==> src/rtl/pmfn_pkg.sv <==
package pmfn_pkg;

    localparam int CFG_AW = 8;

    typedef logic [7:0] cfg_byte_t;

    // Event bit positions inside the 16-bit status/enable words
    localparam int EVT_TMR    = 0;
    localparam int EVT_GLOCK  = 5;
    localparam int EVT_PWRBTN = 8;
    localparam int EVT_RTC    = 10;

    localparam logic [15:0] SCI_MASK = (16'h1 << EVT_TMR)    |
                                       (16'h1 << EVT_GLOCK)  |
                                       (16'h1 << EVT_PWRBTN) |
                                       (16'h1 << EVT_RTC);

    // Config byte offsets
    localparam cfg_byte_t OFS_INTPIN = 8'h3D;
    localparam cfg_byte_t OFS_PMCTL  = 8'h41;
    localparam cfg_byte_t OFS_EVTEN  = 8'h44;
    localparam cfg_byte_t OFS_PMBAR  = 8'h48;
    localparam cfg_byte_t OFS_SMBBAR = 8'h90;
    localparam cfg_byte_t OFS_SMBCTL = 8'hD2;

    localparam int PMCTL_EN_BIT  = 7;
    localparam int SMBCTL_EN_BIT = 0;

    typedef struct packed {
        cfg_byte_t   intpin;
        cfg_byte_t   pmctl;
        logic [15:0] evt_en;
        logic [3:0]  smbctl;
    } regs_t;

    typedef struct packed {
        logic sci;
        logic arm;
    } irq_t;

endpackage

==> src/rtl/pmfn_iobar.sv <==
module pmfn_iobar
    import pmfn_pkg::*;
#(
    parameter int        IO_W   = 16,
    parameter int        ALIGN  = 7,
    parameter cfg_byte_t OFFSET = 8'h48
) (
    input  logic            clk,
    input  logic            rst_n,
    input  logic            wr_en,
    input  cfg_byte_t       addr,
    input  cfg_byte_t       wdata,
    output logic [IO_W-1:0] val_q,
    output logic            rd_hit,
    output cfg_byte_t       rd_data
);

    localparam int             NBYTES = IO_W / 8;
    localparam logic [IO_W-1:0] KEEP  = {IO_W{1'b1}} << ALIGN;

    logic [IO_W-1:0] val_d;

    always_comb begin
        val_d = val_q;
        for (int k = 0; k < NBYTES; k++) begin
            if (wr_en && (addr == 8'(OFFSET + k))) begin
                val_d[k*8 +: 8] = wdata;
            end
        end
        // alignment bits clear, indicator bit set
        val_d = (val_d & KEEP) | IO_W'(1);
    end

    always_ff @(posedge clk) begin
        if (!rst_n) begin
            val_q <= IO_W'(1);
        end else begin
            val_q <= val_d;
        end
    end

    always_comb begin
        rd_hit  = (addr[7:2] == OFFSET[7:2]);
        rd_data = '0;
        for (int k = 0; k < NBYTES; k++) begin
            if (addr[1:0] == 2'(k)) begin
                rd_data = val_q[k*8 +: 8];
            end
        end
        if (!rd_hit) begin
            rd_data = '0;
        end
    end

    // untouched register holds its value
    p_hold_r1: assert property (@(posedge clk) disable iff (!rst_n)
        !(wr_en && (addr[7:2] == OFFSET[7:2])) |=> $stable(val_q));

    generate
        if (ALIGN < 8) begin : g_low_chk
            // low-byte write is masked and gets bit 0 forced
            p_low_mask_r2: assert property (@(posedge clk) disable iff (!rst_n)
                (wr_en && (addr == OFFSET)) |=>
                    (val_q[7:0] == (($past(wdata) & KEEP[7:0]) | 8'h01)));
        end
    endgenerate

endmodule

==> src/rtl/pmfn_cfg_regs.sv <==
module pmfn_cfg_regs
    import pmfn_pkg::*;
#(
    parameter cfg_byte_t INTPIN_RST = 8'h01
) (
    input  logic        clk,
    input  logic        rst_n,
    input  logic        wr_en,
    input  cfg_byte_t   addr,
    input  cfg_byte_t   wdata,
    output regs_t       regs_q,
    output logic        rd_hit,
    output cfg_byte_t   rd_data
);

    regs_t regs_d;

    always_comb begin
        regs_d = regs_q;
        if (wr_en) begin
            unique case (addr)
                OFS_INTPIN:          regs_d.intpin        = wdata;
                OFS_PMCTL:           regs_d.pmctl         = wdata;
                OFS_EVTEN:           regs_d.evt_en[7:0]   = wdata;
                8'(OFS_EVTEN + 1):   regs_d.evt_en[15:8]  = wdata;
                OFS_SMBCTL:          regs_d.smbctl        = wdata[3:0];
                default: ;
            endcase
        end
    end

    always_ff @(posedge clk) begin
        if (!rst_n) begin
            regs_q        <= '0;
            regs_q.intpin <= INTPIN_RST;
        end else begin
            regs_q <= regs_d;
        end
    end

    always_comb begin
        rd_hit  = 1'b1;
        rd_data = '0;
        unique case (addr)
            OFS_INTPIN:        rd_data = regs_q.intpin;
            OFS_PMCTL:         rd_data = regs_q.pmctl;
            OFS_EVTEN:         rd_data = regs_q.evt_en[7:0];
            8'(OFS_EVTEN + 1): rd_data = regs_q.evt_en[15:8];
            OFS_SMBCTL:        rd_data = {4'h0, regs_q.smbctl};
            default:           rd_hit  = 1'b0;
        endcase
    end

    // only the low nibble of the SMBus control byte is kept
    p_smbctl_nib_r4: assert property (@(posedge clk) disable iff (!rst_n)
        (wr_en && (addr == OFS_SMBCTL)) |=> (regs_q.smbctl == $past(wdata[3:0])));

    // window control byte stored whole
    p_pmctl_wr_r3: assert property (@(posedge clk) disable iff (!rst_n)
        (wr_en && (addr == OFS_PMCTL)) |=> (regs_q.pmctl == $past(wdata)));

endmodule

==> src/rtl/pmfn_sci.sv <==
module pmfn_sci
    import pmfn_pkg::*;
(
    input  logic        clk,
    input  logic        rst_n,
    input  logic [15:0] evt_sts,
    input  logic [15:0] evt_en,
    input  cfg_byte_t   intpin,
    output logic        sci_q,
    output logic        arm_q
);

    irq_t irq_d;
    irq_t irq_q;

    always_comb begin
        irq_d.sci = (intpin != 8'h00) && ((evt_sts & evt_en & SCI_MASK) != 16'h0);
        irq_d.arm = evt_en[EVT_TMR] && !evt_sts[EVT_TMR];
    end

    always_ff @(posedge clk) begin
        if (!rst_n) begin
            irq_q <= '0;
        end else begin
            irq_q <= irq_d;
        end
    end

    assign sci_q = irq_q.sci;
    assign arm_q = irq_q.arm;

    // zero interrupt-pin byte silences the interrupt
    p_sci_gate_r6: assert property (@(posedge clk) disable iff (!rst_n)
        (intpin == 8'h00) |=> !sci_q);

    // a pending enabled event on a live pin raises the interrupt
    p_sci_fire_r5: assert property (@(posedge clk) disable iff (!rst_n)
        ((intpin != 8'h00) && (evt_sts[EVT_RTC] && evt_en[EVT_RTC])) |=> sci_q);

    // timer armed only while enabled and not yet flagged
    p_arm_set_r7: assert property (@(posedge clk) disable iff (!rst_n)
        (evt_en[EVT_TMR] && !evt_sts[EVT_TMR]) |=> arm_q);
    p_arm_clr_r7: assert property (@(posedge clk) disable iff (!rst_n)
        evt_sts[EVT_TMR] |=> !arm_q);

endmodule

==> src/rtl/pmfn_cfg_top.sv <==
module pmfn_cfg_top
    import pmfn_pkg::*;
#(
    parameter int        IO_W       = 16,
    parameter int        PM_ALIGN   = 7,
    parameter int        SMB_ALIGN  = 4,
    parameter cfg_byte_t INTPIN_RST = 8'h01
) (
    input  logic            clk,
    input  logic            rst_n,
    input  logic            cfg_we,
    input  logic [7:0]      cfg_addr,
    input  logic [7:0]      cfg_wdata,
    output logic [7:0]      cfg_rdata,
    input  logic [15:0]     evt_sts,
    output logic [IO_W-1:0] pm_base,
    output logic            pm_win_en,
    output logic [IO_W-1:0] smb_base,
    output logic            smb_win_en,
    output logic            sci,
    output logic            tmr_arm
);

    localparam int NBARS = 2;

    logic [IO_W-1:0] bar_val [NBARS];
    logic            bar_hit [NBARS];
    cfg_byte_t       bar_rd  [NBARS];

    regs_t     regs_q;
    logic      regs_hit;
    cfg_byte_t regs_rd;

    generate
        for (genvar g = 0; g < NBARS; g++) begin : g_bar
            localparam int        AL = (g == 0) ? PM_ALIGN : SMB_ALIGN;
            localparam cfg_byte_t OF = (g == 0) ? OFS_PMBAR : OFS_SMBBAR;
            pmfn_iobar #(
                .IO_W   (IO_W),
                .ALIGN  (AL),
                .OFFSET (OF)
            ) bar_i (
                .clk     (clk),
                .rst_n   (rst_n),
                .wr_en   (cfg_we),
                .addr    (cfg_addr),
                .wdata   (cfg_wdata),
                .val_q   (bar_val[g]),
                .rd_hit  (bar_hit[g]),
                .rd_data (bar_rd[g])
            );
        end
    endgenerate

    pmfn_cfg_regs #(
        .INTPIN_RST (INTPIN_RST)
    ) regs_i (
        .clk     (clk),
        .rst_n   (rst_n),
        .wr_en   (cfg_we),
        .addr    (cfg_addr),
        .wdata   (cfg_wdata),
        .regs_q  (regs_q),
        .rd_hit  (regs_hit),
        .rd_data (regs_rd)
    );

    pmfn_sci sci_i (
        .clk     (clk),
        .rst_n   (rst_n),
        .evt_sts (evt_sts),
        .evt_en  (regs_q.evt_en),
        .intpin  (regs_q.intpin),
        .sci_q   (sci),
        .arm_q   (tmr_arm)
    );

    always_comb begin
        cfg_rdata = regs_hit ? regs_rd : 8'h00;
        for (int g = 0; g < NBARS; g++) begin
            if (bar_hit[g]) begin
                cfg_rdata = cfg_rdata | bar_rd[g];
            end
        end
    end

    assign pm_base    = bar_val[0] & ({IO_W{1'b1}} << PM_ALIGN);
    assign smb_base   = bar_val[1] & ({IO_W{1'b1}} << SMB_ALIGN);
    assign pm_win_en  = regs_q.pmctl[PMCTL_EN_BIT];
    assign smb_win_en = regs_q.smbctl[SMBCTL_EN_BIT];

    // at most one register group answers a read address
    p_rd_onehot_r9: assert property (@(posedge clk) disable iff (!rst_n)
        $onehot0({regs_hit, bar_hit[0], bar_hit[1]}));

    // first cycle out of reset has both windows closed
    p_rst_closed_r8: assert property (@(posedge clk)
        !rst_n |=> (!pm_win_en && !smb_win_en && !sci));

endmodule

==> config.mk <==
export PLATFORM = sky130hd
export DESIGN_NAME = pmfn_cfg_top
export DESIGN_NICKNAME = d
export VERILOG_FILES = /design/src/rtl/pmfn_pkg.sv /design/src/rtl/pmfn_iobar.sv /design/src/rtl/pmfn_cfg_regs.sv /design/src/rtl/pmfn_sci.sv /design/src/rtl/pmfn_cfg_top.sv
export SDC_FILE = /design/constraint.sdc
export NUM_CORES = 1
export LEC_CHECK = 0
export BUFFER_PORTS_ARGS = -buffer_cell sky130_fd_sc_hd__buf_2
export CORE_ASPECT_RATIO = 0.5
export CORE_MARGIN = 1
export CORE_UTILIZATION = 57
export CTS_CLUSTER_SIZE = 28
export DETAILED_ROUTE_END_ITERATION = 12
export GPL_ROUTABILITY_DRIVEN = 1
export MAX_ROUTING_LAYER = met4
export PLACE_DENSITY = 0.85
export SYNTH_ARGS = -nofsm -noshare
export SYNTH_HDL_FRONTEND = slang
export SYNTH_SLANG_ARGS = --single-unit
==> constraint.sdc <==
create_clock -name clk -period 3.3 [get_ports clk]
set_input_delay 0.33 -clock clk [delete_from_list [all_inputs] [get_ports clk]]
set_output_delay 0.33 -clock clk [all_outputs]
set_load 0.01 [all_outputs]
==> flow_summary.json, run 1 <==
{
  "initial_utilization_pct": 59.82,
  "ys_ff_latch": 59,
  "p_per_area_mw_per_mm2": 452.3,
  "synth_top_family_by_area": "simple AND/OR/NAND/NOR gates",
  "ctsHoldBuffers": 0,
  "top_usage_layer": "met2",
  "cts.sinks": 59,
  "path_cells": "buf_2, nand2b_1, nor3_1, a222oi_1, o211ai_1, buf_2",
  "gr-usage-met1_pct": 43.36,
  "totalWireLength_mm": 7.927,
  "synth_area_mm2": 0.002964,
  "grt_max_degree": 60,
  "drtPass1Iterations": 5,
  "grt_pass1_vias": 2326,
  "die_y_um": 52.99,
  "skew_ns": 0.006289,
  "p_total_uw": 1560,
  "num_vias": 2654,
  "relSlewSlack_pct": 42.08,
  "clk_pin_slew_worst_paths_ns": 0.07,
  "clockRootBuffer": "clkbuf_8",
  "ys_types": 41,
  "post_cts_buffers": 0,
  "numCtsBuffers": 9,
  "dieArea_mm2": 0.005510,
  "synth-edff-count": 0,
  "slew_violations": 0,
  "htree_levels": 3,
  "endpoint_kind": "primary output",
  "critical_path.slowest_cell": "nor3_1",
  "maxCapViolCount": 0,
  "netlist_instances": 321,
  "synth.mux.area_fraction_pct": 12.71,
  "crit_family": "simple AND/OR/NAND/NOR gates",
  "critPathRequiredTime_ns": 2.97,
  "worstPathArrival_ns": 2.29,
  "synth_fa_ha_area_share_pct": 0,
  "grt_overflow": 0,
  "pre_cts_slack_ns": 0.7377,
  "peakVddDrop_mv": 0.2951,
  "cts_buffer_depth": 2,
  "grt.met3_usage_pct": 6.773,
  "setup_viol": 0,
  "most-common-layout-cells": "59 x dfxtp_1, 55 x buf_2, 36 x nor2b_1",
  "antenna_found_initial": 0,
  "placed_cells": 429,
  "grt_use_total_pct": 31.49,
  "fin_nets": 405,
  "worst_slack_ns": 0.6784,
  "period_minus_slack_ns": 2.622,
  "drt_iter0_drc": 269,
  "clock_latency_ns": 0.34,
  "post-route-period-util_pct": 79.44,
  "cts_tree": "built",
  "placed_cell_area_mm2": 0.003221,
  "final_cell_area_mm2": 0.003448,
  "coreArea_mm2": 0.004955,
  "synth_compound_gate_area_share_pct": 16.04,
  "ys.flop_type": "dfxtp_1",
  "drive_above_1_share_pct": 22.40,
  "fin_cells": 445,
  "max_stage_delay_ns": 0.72,
  "drtAntennaViolNets": 0,
  "place_congestion": 0.9380,
  "hold_viol_final": 0,
  "synth_seq_area_share_pct": 39.85,
  "yosysWarningCount": 0,
  "fillers": 415,
  "status": "complete, no violations",
  "numPortBuffers": 55,
  "pin_count": 79,
  "synth_area_per_cell_um2": 9.234,
  "path_max_fanout": 19,
  "synth-xor-area-share_pct": 0,
  "start_kind": "primary input",
  "dieWidth_um": 104.0,
  "placementRows": 18,
  "p_leak_uw": 0.001312,
  "grt_pass1_wl_mm": 12.44,
  "area_growth_pct": 16.34,
  "crit_type": "in -> out",
  "gr-usage-met2_pct": 46.56,
  "antenna_cells": 0,
  "holdCritPathClass": "in -> reg",
  "crit_top_cell": "buf_2",
  "cts_resized": 0,
  "synth_simple_gate_area_share_pct": 25.28,
  "rsz0062_at_grt": "false",
  "crit_buf_inv": 2,
  "synthArstFlopShare_pct": 0,
  "routedWlPerCell_um": 17.81,
  "clock.fmax_mhz": 381.5,
  "tns_ns": 0,
  "viasPerCell": 5.964,
  "dp_hpwl_mm": 5.681,
  "final_common_cell": "dfxtp_1",
  "worst_pin_slew_ns": 0.8622,
  "drc_errors": 0
}
==> report_power, final <==
group	total (uW)	internal (uW)	switching, uW	leakage (uW)
clock	752	465	287	0.000113
sequential	713	713	0.632	0.000475
combinational	94.1	31.0	63.1	0.000725
==> stage by stage <==
step                      utilization (%)  hold WS [ns]
after floorplan                         -        0.4347
after global placement              65.00        0.4411
after detailed placement            65.00        0.4453
after CTS                           69.60        0.2615
after global routing                69.60        0.2733
final                               69.60        0.2717
==> area by class of cell <==
cell class,count,area (um2),area share [%]
multi-input combinational,240,1643,47.64
sequential,59,1181,34.25
timing repair buffer,59,305.3,8.853
clock buffer,12,155.1,4.499
tap,70,87.58,2.540
clock inverter,4,72.57,2.104
inverter,1,3.754,0.1089
==> path summary, 6_finish.rpt <==
path,startpoint,endpoint,slack [ns],cells past startpoint
worst min-delay path,evt_sts[0],sci_i.arm_q,0.27,2
worst max register to register,regs_i.regs_q[33],sci_i.sci_q,2.36,2
worst max-delay path,cfg_addr[0],cfg_rdata[3],0.68,6
worst min register to register,regs_i.regs_q[22],regs_i.regs_q[22],0.45,2
==> Yosys cell counts, types with 2 or more instances <==
master | instances | area [um2]
and2_1 | 2 | 12.51
o21ai_0 | 2 | 10.01
nand4b_1 | 2 | 17.52
a22o_1 | 7 | 61.31
buf_4 | 11 | 82.58
a221oi_1 | 2 | 17.52
a32oi_1 | 3 | 26.28
buf_2 | 7 | 35.03
nor2b_1 | 36 | 225.2
nor2_1 | 5 | 18.77
nor3_2 | 2 | 20.02
nand3_1 | 29 | 145.1
dfxtp_1 | 59 | 1181
or4_1 | 2 | 15.01
o221ai_1 | 3 | 26.28
a21boi_0 | 17 | 127.6
o211ai_1 | 4 | 30.03
mux2i_1 | 32 | 320.3
nor4b_1 | 2 | 17.52
nor4_1 | 3 | 18.77
a222oi_1 | 5 | 50.05
nor3_4 | 2 | 32.53
clkbuf_1 | 11 | 41.29
mux2_2 | 5 | 56.30
nand2b_1 | 6 | 37.54
and3b_1 | 2 | 17.52
a21boi_1 | 8 | 60.06
a22oi_1 | 7 | 52.55
nand2_1 | 33 | 123.9
==> logic make-up (layout without fill, tap and decap cells) <==
| family | after synthesis | in the layout |
|---|---|---|
| mux | 37 | 37 |
| buf+inv | 32 | 76 |
| simple gates | 132 | 132 |
| other cells | 1 | 11 |
| compound gates | 60 | 60 |
| flops | 59 | 59 |
==> sequential cells by signal (all words and copies together), names as in the netlist <==
signal,flops
sci_i.sci_q,1
sci_i.arm_q,1
g_bar.bar_i.val_q,21
regs_i.regs_q,36
==> layer usage <==
layer	share of wire, %	vias up
li1	-	1240
met1	48	1283
met2	43	121
met3	7.7	10
met4	1.1	0
met5	0	-
No activity file was read; power rests on OpenSTA's default activity.
==> run 2, diff against run 1 <==
- ABC_AREA: default -> 1
- CORE_UTILIZATION: 57 -> 53
- PLACE_DENSITY: 0.85 -> 0.79
- clock period: 3.3 -> 2.7 ns (I/O delays scaled with it)
==> flow_summary.json, run 2 <==
{
  "status": "finished with violations",
  "violations": "design-rule violations",
  "synthTopCellsByArea": "dfxtp_1 37%, nand2_1 14%, nor2_1 8.5%",
  "cts.sinks": 59,
  "clk_pin_slew_worst_paths_ns": 0.05,
  "synthTopCellsByCount": "116 x nand2_1, 72 x nor2_1, 59 x dfxtp_1",
  "grt_pass1_vias": 2922,
  "reg_top3": "regs_i.regs_q (36), g_bar.bar_i.val_q (21)",
  "synth_area_leader_cell": "dfxtp_1",
  "fillers": 492,
  "dp_hpwl_mm": 6.020,
  "coreArea_mm2": 0.005634,
  "pin_count": 79,
  "post_cts_buffers": 0,
  "antenna_found_initial": 0,
  "totalWireLength_mm": 9.087,
  "synthArstFlopShare_pct": 0,
  "clock.fmax_mhz": 485.5,
  "synth_area_per_cell_um2": 6.741,
  "initial_utilization_pct": 56.47,
  "numPortBuffers": 55,
  "worst_pin_slew_ns": 0.6025,
  "drive_above_1_share_pct": 18.75,
  "pre_cts_slack_ns": 0.6982,
  "dieArea_mm2": 0.006336,
  "critPathRequiredTime_ns": 2.43,
  "path_max_fanout": 22,
  "area_growth_pct": 18.32,
  "peakVddDrop_mv": 0.2900,
  "cts_resized": 0,
  "p_per_area_mw_per_mm2": 617.4,
  "worstPathArrival_ns": 1.79,
  "ys_ff_latch": 59,
  "holdCritPathClass": "in -> reg",
  "setup_viol": 0,
  "synth-edff-count": 0,
  "skew_ns": 0.002517,
  "cts_buffer_depth": 2,
  "most-common-layout-cells": "116 x nand2_1, 72 x nor2_1, 59 x dfxtp_1",
  "drc_errors": 12,
  "placementRows": 19,
  "dieWidth_um": 111.6,
  "regMostFlops": "regs_i.regs_q",
  "grt_use_total_pct": 31.36,
  "relSlewSlack_pct": 59.83,
  "start_kind": "primary input",
  "antenna_cells": 0,
  "placed_cells": 585,
  "drtAntennaViolNets": 0,
  "endpoint_kind": "primary output",
  "ys.flop_type": "dfxtp_1",
  "tns_ns": 0,
  "fin_cells": 601,
  "yosysWarningCount": 0,
  "grt_overflow": 0,
  "hold_viol_final": 0,
  "grt_max_degree": 41,
  "yosysMostFrequentCell": "nand2_1",
  "synth_seq_area_share_pct": 37.12,
  "fin_nets": 558,
  "post-route-period-util_pct": 76.28,
  "drt_iter0_drc": 341,
  "final_common_cell": "nand2_1",
  "drtPass1Iterations": 11,
  "grt_pass1_wl_mm": 14.55,
  "p_leak_uw": 0.001725,
  "htree_levels": 3,
  "maxCapViolCount": 0,
  "crit_type": "in -> out",
  "period_minus_slack_ns": 2.060,
  "largest_reg_flops": 36,
  "clock_latency_ns": 0.32,
  "cts_tree": "built",
  "synth_area_mm2": 0.003182,
  "die_y_um": 56.79,
  "ys_types": 24,
  "synth_top_area_share_pct": 37.12,
  "slew_violations": 0,
  "rsz0062_at_grt": "false",
  "ctsHoldBuffers": 0,
  "viasPerCell": 5.514,
  "numCtsBuffers": 9,
  "worst_slack_ns": 0.6403,
  "num_vias": 3314,
  "clockRootBuffer": "clkbuf_16",
  "routedWlPerCell_um": 15.12,
  "place_congestion": 0.8798,
  "netlist_instances": 472
}
run 2: changes by cell type in the layout (fill, tap and decap cells not counted), moves of 32 or more:
cell and change:
mux2i_1 -32, nand2_1 +83, nor2_1 +67, inv_1 +35
a21oi_1 +37, nor2b_1 -36
run 2: logic make-up after synthesis:
family	count (synthesis)	share of synthesized area, %
buf+inv	73	11.76
compound gates	54	8.730
flops	59	37.12
simple gates	285	42.27
other cells	1	0.1179
run 2: final timing paths:
kind	start	end	slack, ns	cells after the start
max	cfg_addr[1]	cfg_rdata[0]	0.64	10
min	evt_sts[0]	sci_i.arm_q	0.13	2
max reg2reg	regs_i.regs_q[30]	sci_i.sci_q	1.83	4
min reg2reg	regs_i.regs_q[23]	regs_i.regs_q[23]	0.46	2
run 2: worst max-delay path: stages:
cell and delay (ns):
buf_2 0.12, inv_2 0.08, nand2_4 0.11, nor2_4 0.45, buf_4 0.26, nand3_1 0.09
nand2_1 0.14, nor2_1 0.05, nand3_1 0.07, buf_2 0.13
run 2: report_power, final:
part / leakage, uW / switching (uW) / internal (uW)
logic: 0.00108 / 104 / 28.7
registers: 0.000475 / 0.837 / 873
clock network: 0.000169 / 395 / 923
total: 0.00173 / 500 / 1820
run 2: metrics by stage:
step / hold slack (ns) / cell area, um2 / util, % / power [uW]
finish: 0.1294 / 3765 / 66.82 / 2324
global route: 0.1280 / 3765 / 66.82 / 2381
CTS: 0.1276 / 3765 / 66.82 / 2324
detailed placement: 0.4553 / 3422 / 60.74 / 1019
global placement: 0.4500 / 3422 / 60.74 / 1019
floorplan: 0.3485 / 3219 / - / 982.1
run 2: area by class of cell:
cell class	instances	area (um2)	share of cell area, %
inverters	40	150.1	3.988
well taps	73	91.34	2.426
clock buffers	11	242.7	6.447
flip-flops and latches	59	1181	31.37
clock inverters	5	100.1	2.659
multi-input cells	350	1664	44.20
repair buffers	63	335.3	8.907
run 2: routing by layer:
| layer | GRT usage (%) | wire (um) | vias to the layer above |
|---|---|---|---|
| li1 | - | - | 1621 |
| met4 | 11.00 | 95 | 0 |
| met1 | 43.72 | 4246 | 1497 |
| met3 | 8.747 | 980 | 14 |
| met2 | 42.95 | 3765 | 182 |
| met5 | - | 0 | - |
==> run 3, diff against run 2 <==
- CORE_UTILIZATION: 53 -> 48
- PLACE_DENSITY: 0.79 -> 0.76
- clock period: 2.7 -> 1.8 ns (I/O delays scaled with it)
==> flow_summary.json, run 3 (synthesis results as in run 2) <==
{
  "rsz0062_at_grt": "false",
  "holdCritPathClass": "in -> reg",
  "slew_violations": 0,
  "final_cell_area_mm2": 0.003786,
  "antenna_cells": 0,
  "cts_resized": 0,
  "area_growth_pct": 18.99,
  "p_per_area_mw_per_mm2": 845.3,
  "dp_hpwl_mm": 6.240,
  "pin_count": 79,
  "dieWidth_um": 117.1,
  "clock_latency_ns": 0.33,
  "numPortBuffers": 55,
  "post-route-period-util_pct": 87.13,
  "grt_use_total_pct": 28.14,
  "num_vias": 3297,
  "grt_overflow": 0,
  "post_cts_buffers": 0,
  "viasPerCell": 5.344,
  "totalWireLength_mm": 8.980,
  "peakVddDrop_mv": 0.5033,
  "hold_viol_final": 0,
  "drc_errors": 0,
  "placed_cell_area_mm2": 0.003493,
  "path_max_fanout": 7,
  "initial_utilization_pct": 51.06,
  "drt_iter0_drc": 351,
  "clk_pin_slew_worst_paths_ns": 0.05,
  "routedWlPerCell_um": 14.55,
  "htree_levels": 3,
  "skew_ns": 0.004295,
  "ctsHoldBuffers": 0,
  "grt_pass1_wl_mm": 13.97,
  "final_common_cell": "nand2_1",
  "dieArea_mm2": 0.006978,
  "placed_cells": 602,
  "antenna_found_initial": 0,
  "drive_above_1_share_pct": 19.09,
  "period_minus_slack_ns": 1.568,
  "regMostFlops": "regs_i.regs_q",
  "fin_cells": 617,
  "grt_max_degree": 39,
  "drtPass1Iterations": 6,
  "setup_viol": 0,
  "tns_ns": 0,
  "cts_buffer_depth": 2,
  "p_leak_uw": 0.001725,
  "cts_tree": "built",
  "status": "complete, no violations",
  "start_kind": "primary input",
  "critPathRequiredTime_ns": 1.62,
  "largest_reg_flops": 36,
  "clockRootBuffer": "clkbuf_16",
  "drtAntennaViolNets": 0,
  "most-common-layout-cells": "116 x nand2_1, 72 x nor2_1, 59 x dfxtp_1",
  "cts.sinks": 59,
  "placementRows": 20,
  "maxCapViolCount": 0,
  "grt_pass1_vias": 2790,
  "coreArea_mm2": 0.006231,
  "place_congestion": 0.8957,
  "reg_top3": "regs_i.regs_q (36), g_bar.bar_i.val_q (21)",
  "clock.fmax_mhz": 637.6,
  "endpoint_kind": "primary output",
  "die_y_um": 59.57,
  "worstPathArrival_ns": 1.39,
  "numCtsBuffers": 9,
  "crit_type": "in -> out",
  "fin_nets": 560
}
## run 3: cell types whose count changed in the layout (fill, tap and decap cells not counted)
| cell | before | now |
|---|---|---|
| buf_12 | 0 | 3 |
| buf_4 | 8 | 7 |
| bufinv_16 | 3 | 1 |
| clkbuf_1 | 1 | 0 |
| clkinv_2 | 2 | 3 |
| clkinv_4 | 0 | 1 |
## run 3: worst paths after layout
path / startpoint / cells past startpoint / end / slack, ns
setup / recovery: cfg_addr[1] / 9 / cfg_rdata[7] / 0.23
hold / removal: evt_sts[0] / 2 / sci_i.arm_q / 0.04
setup reg to reg: regs_i.regs_q[33] / 4 / sci_i.sci_q / 0.91
hold reg to reg: regs_i.regs_q[24] / 2 / regs_i.regs_q[24] / 0.46
## run 3: worst max-delay path, stage by stage
cell,delay [ns]
buf_2,0.12
inv_2,0.09
nand2_4,0.11
nor2_4,0.23
nand2_1,0.13
o21ai_0,0.25
nor2_1,0.06
nand2_1,0.08
buf_2,0.13
## run 3: power by group
group	switching, uW	internal, uW
logic	157	52.6
registers	1.28	1310
clock network	587	1090
total	745	2460
## run 3: stage by stage
step                      total power [uW]  utilization [%]  hold WS (ns)  worst slack, ns
final                                 3200            60.76       0.03845           0.2316
after global placement                1541            56.06        0.3659           0.2103
after detailed placement              1541            56.06        0.3663           0.1558
after global routing                  3299            60.76       0.03830           0.1583
after CTS                             3207            60.76       0.03179           0.2717
after floorplan                       1473                -        0.2585           0.5904
## run 3: area by class of cell
class | instances | area [um2]
Fill cell | 573 | 2445
Sequential cell | 59 | 1181
Multi-Input combinational cell | 350 | 1664
Timing Repair Buffer | 65 | 387.9
Clock inverter | 5 | 53.80
Clock buffer | 10 | 239.0
Tap cell | 88 | 110.1
Inverter | 40 | 150.1
## run 3: per-layer routing
metal  global-route usage (%)  vias to the layer above  part of all wire (%)
li1                         -                     1615                     -
met3                    6.851                       16                   9.0
met5                        -                        -                     0
met1                    40.43                     1500                    48
met2                    38.91                      166                    42
met4                    7.233                        0                   1.1
